### config.mk
export PLATFORM = sky130hd
export DESIGN_NAME = sub_flag_alu
export DESIGN_NICKNAME = d
export VERILOG_FILES = /design/src/rtl/sfa_pkg.sv /design/src/rtl/sfa_operand_sel.sv /design/src/rtl/sfa_adder_core.sv /design/src/rtl/sfa_flag_gen.sv /design/src/rtl/sub_flag_alu.sv
export SDC_FILE = /design/constraint.sdc
export NUM_CORES = 1
export LEC_CHECK = 0
export ABC_AREA = 1
export BUFFER_PORTS_ARGS = -buffer_cell sky130_fd_sc_hd__clkbuf_2
export CORE_MARGIN = 1.5
export CORE_UTILIZATION = 50
export CTS_BUF_LIST = sky130_fd_sc_hd__clkbuf_4
export DETAILED_ROUTE_END_ITERATION = 10
export GPL_ROUTABILITY_DRIVEN = 0
export PLACE_DENSITY_LB_ADDON = 0.12
export SYNTH_ARGS = -nofsm -noshare
export SYNTH_HDL_FRONTEND = slang
export SYNTH_HIERARCHICAL = 1
export SYNTH_SLANG_ARGS = --single-unit
### constraint.sdc
create_clock -name clk -period 0.8 [get_ports clk]
set_input_delay 0.12 -clock clk [delete_from_list [all_inputs] [get_ports clk]]
set_output_delay 0.12 -clock clk [all_outputs]
set_load 0.01 [all_outputs]
### src/rtl/sfa_pkg.sv
package sfa_pkg;

    typedef enum logic [2:0] {
        OP_SUB  = 3'd0,
        OP_SBB  = 3'd1,
        OP_CMP  = 3'd2,
        OP_NEG  = 3'd3,
        OP_INC  = 3'd4,
        OP_DEC  = 3'd5,
        OP_RSV6 = 3'd6,
        OP_RSV7 = 3'd7
    } sfa_op_e;

    typedef struct packed {
        logic cf;
        logic zf;
        logic sf;
        logic of;
        logic pf;
        logic af;
    } sfa_flags_t;

endpackage

### src/rtl/sfa_operand_sel.sv
module sfa_operand_sel
    import sfa_pkg::*;
#(
    parameter int DATA_W = 16
) (
    input  sfa_op_e           op,
    input  logic              wide,
    input  logic [DATA_W-1:0] dst,
    input  logic [DATA_W-1:0] src,
    input  logic              cf_in,
    output logic [DATA_W-1:0] add_a,
    output logic [DATA_W-1:0] add_b,
    output logic              add_cin,
    output logic              borrow_sense,
    output logic              keep_cf,
    output logic              write_req
);
    localparam int HALF_W = DATA_W / 2;

    logic [DATA_W-1:0] width_mask;
    logic [DATA_W-1:0] dst_m;
    logic [DATA_W-1:0] src_m;

    always_comb begin
        width_mask = wide ? {DATA_W{1'b1}} : {{(DATA_W-HALF_W){1'b0}}, {HALF_W{1'b1}}};
        dst_m      = dst & width_mask;
        src_m      = src & width_mask;

        add_a        = dst_m;
        add_b        = ~src_m & width_mask;
        add_cin      = 1'b1;
        borrow_sense = 1'b1;
        keep_cf      = 1'b0;
        write_req    = 1'b1;

        unique case (op)
            OP_SUB: ;
            OP_SBB: add_cin = ~cf_in;
            OP_NEG: begin
                add_a = '0;
                add_b = ~dst_m & width_mask;
            end
            OP_INC: begin
                add_b        = '0;
                borrow_sense = 1'b0;
                keep_cf      = 1'b1;
            end
            OP_DEC: begin
                add_b   = ~{{(DATA_W-1){1'b0}}, 1'b1} & width_mask;
                keep_cf = 1'b1;
            end
            default: write_req = 1'b0;
        endcase
    end

endmodule

### src/rtl/sfa_adder_core.sv
module sfa_adder_core #(
    parameter int DATA_W = 16,
    parameter int NIB_W  = 4
) (
    input  logic [DATA_W-1:0] add_a,
    input  logic [DATA_W-1:0] add_b,
    input  logic              add_cin,
    output logic [DATA_W-1:0] sum,
    output logic              nib_co,
    output logic              half_c_msb,
    output logic              half_co,
    output logic              full_c_msb,
    output logic              full_co
);
    localparam int HALF_W = DATA_W / 2;

    logic [DATA_W:0] ext_sum;
    logic [DATA_W:0] carry_into;

    always_comb begin
        ext_sum    = {1'b0, add_a} + {1'b0, add_b} + {{DATA_W{1'b0}}, add_cin};
        carry_into = ext_sum ^ {1'b0, add_a} ^ {1'b0, add_b};
        sum        = ext_sum[DATA_W-1:0];
        nib_co     = carry_into[NIB_W];
        half_c_msb = carry_into[HALF_W-1];
        half_co    = carry_into[HALF_W];
        full_c_msb = carry_into[DATA_W-1];
        full_co    = carry_into[DATA_W];
    end

endmodule

### src/rtl/sfa_flag_gen.sv
module sfa_flag_gen
    import sfa_pkg::*;
#(
    parameter int DATA_W = 16,
    parameter int PAR_W  = 8
) (
    input  logic [DATA_W-1:0] sum,
    input  logic              wide,
    input  logic              nib_co,
    input  logic              half_c_msb,
    input  logic              half_co,
    input  logic              full_c_msb,
    input  logic              full_co,
    input  logic              borrow_sense,
    input  logic              keep_cf,
    input  logic              cf_in,
    output logic [DATA_W-1:0] res,
    output sfa_flags_t        flags
);
    localparam int HALF_W = DATA_W / 2;

    logic carry_out;
    logic carry_msb;

    always_comb begin
        res       = wide ? sum : {{(DATA_W-HALF_W){1'b0}}, sum[HALF_W-1:0]};
        carry_out = wide ? full_co    : half_co;
        carry_msb = wide ? full_c_msb : half_c_msb;

        flags.cf = keep_cf ? cf_in : (carry_out ^ borrow_sense);
        flags.zf = (res == '0);
        flags.sf = wide ? res[DATA_W-1] : res[HALF_W-1];
        flags.of = carry_out ^ carry_msb;
        flags.pf = ~^res[PAR_W-1:0];
        flags.af = nib_co ^ borrow_sense;
    end

endmodule

### src/rtl/sub_flag_alu.sv
module sub_flag_alu
    import sfa_pkg::*;
#(
    parameter int DATA_W = 16,
    parameter int NIB_W  = 4,
    parameter int PAR_W  = 8
) (
    input  logic              clk,
    input  logic              rst_n,
    input  logic              in_valid,
    input  logic [2:0]        op_code,
    input  logic              wide,
    input  logic [DATA_W-1:0] dst_opnd,
    input  logic [DATA_W-1:0] src_opnd,
    input  logic              cf_in,
    output logic              out_valid,
    output logic              wr_en,
    output logic [DATA_W-1:0] result,
    output logic              cf,
    output logic              zf,
    output logic              sf,
    output logic              of,
    output logic              pf,
    output logic              af
);

    typedef struct packed {
        logic              vld;
        logic              wr;
        logic [DATA_W-1:0] res;
        sfa_flags_t        flg;
    } alu_state_t;

    alu_state_t st_d, st_q;

    sfa_op_e           op_sel;
    logic [DATA_W-1:0] add_a, add_b, sum_w, res_w;
    logic              add_cin, borrow_sense, keep_cf, write_req;
    logic              nib_co, half_c_msb, half_co, full_c_msb, full_co;
    sfa_flags_t        flags_w;

    assign op_sel = sfa_op_e'(op_code);

    sfa_operand_sel #(.DATA_W(DATA_W)) opsel_i (
        .op           (op_sel),
        .wide         (wide),
        .dst          (dst_opnd),
        .src          (src_opnd),
        .cf_in        (cf_in),
        .add_a        (add_a),
        .add_b        (add_b),
        .add_cin      (add_cin),
        .borrow_sense (borrow_sense),
        .keep_cf      (keep_cf),
        .write_req    (write_req)
    );

    sfa_adder_core #(.DATA_W(DATA_W), .NIB_W(NIB_W)) adder_i (
        .add_a      (add_a),
        .add_b      (add_b),
        .add_cin    (add_cin),
        .sum        (sum_w),
        .nib_co     (nib_co),
        .half_c_msb (half_c_msb),
        .half_co    (half_co),
        .full_c_msb (full_c_msb),
        .full_co    (full_co)
    );

    sfa_flag_gen #(.DATA_W(DATA_W), .PAR_W(PAR_W)) flags_i (
        .sum          (sum_w),
        .wide         (wide),
        .nib_co       (nib_co),
        .half_c_msb   (half_c_msb),
        .half_co      (half_co),
        .full_c_msb   (full_c_msb),
        .full_co      (full_co),
        .borrow_sense (borrow_sense),
        .keep_cf      (keep_cf),
        .cf_in        (cf_in),
        .res          (res_w),
        .flags        (flags_w)
    );

    always_comb begin
        st_d     = st_q;
        st_d.vld = in_valid;
        st_d.wr  = 1'b0;
        if (in_valid) begin
            st_d.wr  = write_req;
            st_d.res = res_w;
            st_d.flg = flags_w;
        end
    end

    always_ff @(posedge clk or negedge rst_n) begin
        if (!rst_n) begin
            st_q <= '0;
        end else begin
            st_q <= st_d;
        end
    end

    assign out_valid = st_q.vld;
    assign wr_en     = st_q.wr;
    assign result    = st_q.res;
    assign cf        = st_q.flg.cf;
    assign zf        = st_q.flg.zf;
    assign sf        = st_q.flg.sf;
    assign of        = st_q.flg.of;
    assign pf        = st_q.flg.pf;
    assign af        = st_q.flg.af;

endmodule

Word-level counts from Yosys, hierarchy flattened
Index checks and enable logic that the tools add are counted.
- bits in registers: 24
- output and inout bits: 24
- add/sub/neg operators: 2
- eq/ne operators: 4
- multiplexer cells: 13
- bitwise gates (word level): 12
- reduce and logical (&&, ||, !) cells: 5
- operators with widths (cell ; number):
    16-bit bitwise AND ; 4
    16-bit 2-to-1 mux ; 3
    16-bit case mux with 3 select lines ; 1
    17-bit by 16-bit XOR with 17-bit output ; 2
    16-bit inverter ; 2
    23-bit 2-to-1 mux ; 1
    16-bit by 16-bit adder with 17-bit output ; 1
    17-bit by 1-bit adder with 17-bit output ; 1
    16-bit logical NOT ; 1
    1-bit 2-to-1 mux ; 8
    8-bit XNOR reduction ; 1
    3-bit == test (second input constant) ; 2
    5-bit OR reduction ; 1
    3-bit by 1-bit == test with 1-bit output (second input constant) ; 1
    3-bit by 2-bit == test with 1-bit output (second input constant) ; 1
    3-bit logical NOT ; 1
    1-bit XOR ; 3
    2-bit OR reduction ; 1
    1-bit inverter ; 1

Depth between registers and ports, before layout
- word-level depth: 13
- mapped depth: 24
- mapped depth without buffers: 24

Cells and area by module
Netlist, hierarchy kept.
- by module, submodules not included (module ; times used ; cells each ; area an instance (µm²) ; seq. area each (µm²)):
    sfa_adder_core ; 1 ; 164 ; 968.4 ; 0.0
    sub_flag_alu ; 1 ; 97 ; 897.1 ; 600.6
    sfa_operand_sel ; 1 ; 111 ; 518.0 ; 0.0
    sfa_flag_gen ; 1 ; 75 ; 384.1 ; 0.0

Least setup slack after synthesis
OpenSTA, ideal clock, no wires.
- path kind: input -> register
- start: in op_code[2]
- end: reg st_q (netlist bit pf)
- setup time: 0.117 ns
- arrival: 2.646 ns
- setup slack: -1.963 ns
- stages: 20
- buffers on the path: 1
- path through: inv_2 -> nand3_2 -> inv_2 -> buf_6 -> nor2_1 -> fa_1 -> fa_1 -> nand2_1 -> nand2_1 -> o21ai_2 -> o21ai_2 -> xor2_1 -> inv_1 -> ha_1 -> xnor2_1 -> inv_1 -> nand2_1 -> nand2_1 -> nand2_1 -> nand2_1
- RTL lines (what ; line ; source):
    start, declared ; sub_flag_alu.sv:11 ; input logic [2:0] op_code,
    end signal, assigned ; sub_flag_alu.sv:100 ; st_q <= st_d;
    end, declared ; sub_flag_alu.sv:34 ; alu_state_t st_d, st_q;

==> metrics.md <==
| Metric | Value |
|---|---|
| PD cells | `1540 nW/um2` |
| Ys async rst share | `1.00` |
| Filler cells | `263` |
| Register area | `601 um2` |
| Final worst-path cycle share | `3.20` |
| Top Ports | `64` |
| H-tree Lvls | `1` |
| Total congestion overflow | `0` |
| # DRC | `0` |
| Drt wl/cell | `14.3 um` |
| First-pass GRT wire length | `13700 um` |
| Num CTS Buffers | `3` |
| Place WS | `-2090 ps` |
| Share of Yosys cell area claimed by the top area cell type | `0.241` |
| Commonest non-fill, non-tap cell in the layout | `nand2_1` |
| Setup TNS | `-30940 ps` |
| Row count | `26` |
| Clk_lat worst skew | `300 ps` |
| Cells after Synth | `447` |
| Root buf cell | `clkbuf_4` |
| Peak Freq | `0.390 GHz` |
| Crit path DAT | `2770 ps` |
| Slew @ Worst Pin | `332 ps` |
| Worst path most repeated cell | `nand2_1` |
| Final ANT Viol Nets | `0` |
| WP data required | `1010 ps` |
| Initial antenna violation count | `0` |
| Ys flop type | `dfrtp_1` |
| Initial Utilization | `0.528` |
| NumNets Final | `666` |
| Footprint of the multi-input gates | `2360 um2` |
| Synth-to-Final Area Change | `65.4%` |
| Status | `complete, but fails checks` |
| Clock sink count | `24` |
| Tightest hold margin | `217 ps` |
| Post-detail-place hpwl | `5600 um` |
| Worst vdd ir | `1.05 mV` |
| Hold crit path type | `in2reg` |
| Type of the worst setup path | `in2reg` |
| Synth area leaders | `nand2_1 24%, dfrtp_1 22%, ha_1 8.6%` |
| Vias | `3444` |
| Most frequent cells in the layout | `143 x nand2_1, 93 x buf_4, 60 x clkbuf_2, 53 x inv_1, 32 x nand2_2` |
| CP max stage cell | `fa_2` |
| Synthesis Warnings | `6` |
| DRT iter0 DRCs | `182` |
| Fin Clk Skew | `0 ps` |
| Final setup viols | `46` |
| Total GRT Usage | `0.278` |
| Setup crit end kind | `flop` |
| Max-cap violations | `0` |
| Area leader, netlist | `nand2_1` |
| Vias per std cell | `5.11` |
| Core Util, Final | `0.874` |
| Static Leak | `2.63 nW` |
| Minimum clock period | `2560 ps` |
| Die Y | `77.4 um` |
| Vias in the first global route | `3194` |
| Critical Path Source Type | `input port` |
| Fin. Hold Viols | `0` |
| Setup slack after layout | `-1760 ps` |
| Syn Area/Cell | `6.19 um2` |
| CP max stage delay | `380 ps` |
| Slew Limit Fails | `0` |
| WL final | `9660 um` |
| CTS tree | `built` |
| Post-synth EDFFs | `0` |
| Failing checks | `setup timing` |
| Diode count | `0` |
| Layout cells sized above 1 | `0.480` |
| Chip width | `77.4 um` |
| First-pass iteration count of the detailed router | `4` |
| Die ar. | `5990 um2` |
| Register area share after synthesis | `0.217` |
| Unrepaired setup endpoints after global routing | `true` |
| Core area | `5240 um2` |
| CTS clk-pin slew, worst paths | `130 ps` |
| Count of different cell masters after synthesis | `29` |
| Cell Area, Synth | `2770 um2` |
| Slew headroom | `0.778` |
| Syn_nets | `508` |
| CTS Buffer Depth | `2` |
| Largest net degree at the start of global routing | `25` |
| CP cell instances | `clkbuf_16 -> inv_12 -> nand3_4 -> o21ai_1 -> nor2_1 -> fa_2 -> fa_2 -> nand2_2 -> nand2_2 -> o21ai_4 -> o21ai_2 -> xor2_1 -> inv_1 -> ha_4 -> xnor2_2 -> inv_1 -> nand2_1 -> nand2_1 -> nand2_1 -> nand2_1` |
| Crit Path Max Fanout | `4` |
| Post-synthesis register bit count | `24` |
| I/O Buffers | `63` |
power breakdown:
group / switching, mW / internal, mW / leakage [nW] / total [mW]
Sequential: 0.126 / 1.46 / 0.303 / 1.58
Clock: 0.332 / 0.182 / 0.0154 / 0.513
Combinational: 2.49 / 2.48 / 2.31 / 4.96
Total: 2.94 / 4.12 / 2.63 / 7.06
critical path: cells and delay by family:
| family | cells | cell delay, ps |
|---|---|---|
| compound gates | 3 | 310 |
| xor+xnor | 2 | 410 |
| fa+ha+maj | 3 | 1040 |
| buf+inv | 4 | 380 |
| simple gates | 8 | 500 |
cell type report:
type	instances	share of cell area
clock buffer	3	0.00492
inverter	64	0.0569
multi-input combinational	339	0.515
sequential	24	0.131
tap	70	0.0191
timing repair buffer	173	0.272
clock inverter	1	0.000820
cell families after synthesis:
logic type,Yosys count,synth area share
compound gates,24,0.0543
xor+xnor,19,0.0651
simple gates,275,0.421
flops,24,0.217
fa+ha+maj,21,0.100
buf+inv,84,0.142
repair_timing:
action | in CTS | in global routing
buffers inserted | 27 | 16
resized for setup | 80 | 50
pin swaps | 48 | 38
hold endpoints to repair | 25 | 0
cloned | 1 | 0
endpoints found under the setup margin | 46 | 46
hold buffers | 2 | 0
registers in the layout (all words and copies together), names as in the netlist:
signal     cells
result        16
af             1
cf             1
of             1
out_valid      1
pf             1
sf             1
wr_en          1
zf             1
path summary, 6_finish.rpt:
check,startpoint,endpoint,slack [ps],cells past startpoint
min,op_code[0],wr_en,220,5
max reg2reg,of,of,-50,4
min reg2reg,result[11],result[11],490,2
max in group asynchronous,rst_n,result[12],250,3
max,op_code[2],pf,-1760,20
min in group asynchronous,rst_n,result[1],310,3
Yosys cell counts, types with 3 or more instances:
master and number:
nand2_1 178, inv_1 58, nand3_1 35, nor2_1 33, dfrtp_1 24, ha_1 19, nand4_1 12, buf_4 11
xor2_1 11, a21oi_1 9, nand3b_1 8, xnor2_1 7, inv_2 6, nand2_2 6, buf_2 5, buf_6 4
o21ai_0 4, a21oi_2 3
stage by stage:
| step | power, mW | std cells | cell area [um2] |
|---|---|---|---|
| final | 7.06 | 674 | 4580 |
| after global routing | 7.53 | 674 | 4580 |
| after CTS | 6.40 | 659 | 4290 |
| after detailed placement | 5.10 | 627 | 3670 |
| after global placement | 4.98 | 627 | 3670 |
| after floorplan | 3.91 | 447 | 2930 |
metal layers:
metal | wire (um) | share of wire | GRT usage | vias to the layer above
li1 | - | - | - | 1697
met1 | 3710 | 0.38 | 0.315 | 1559
met2 | 5010 | 0.52 | 0.540 | 142
met3 | 473 | 0.049 | 0.0188 | 46
met4 | 463 | 0.048 | 0.0964 | 0
met5 | 0 | 0 | 0 | -
No activity file was read; power rests on OpenSTA's default activity.
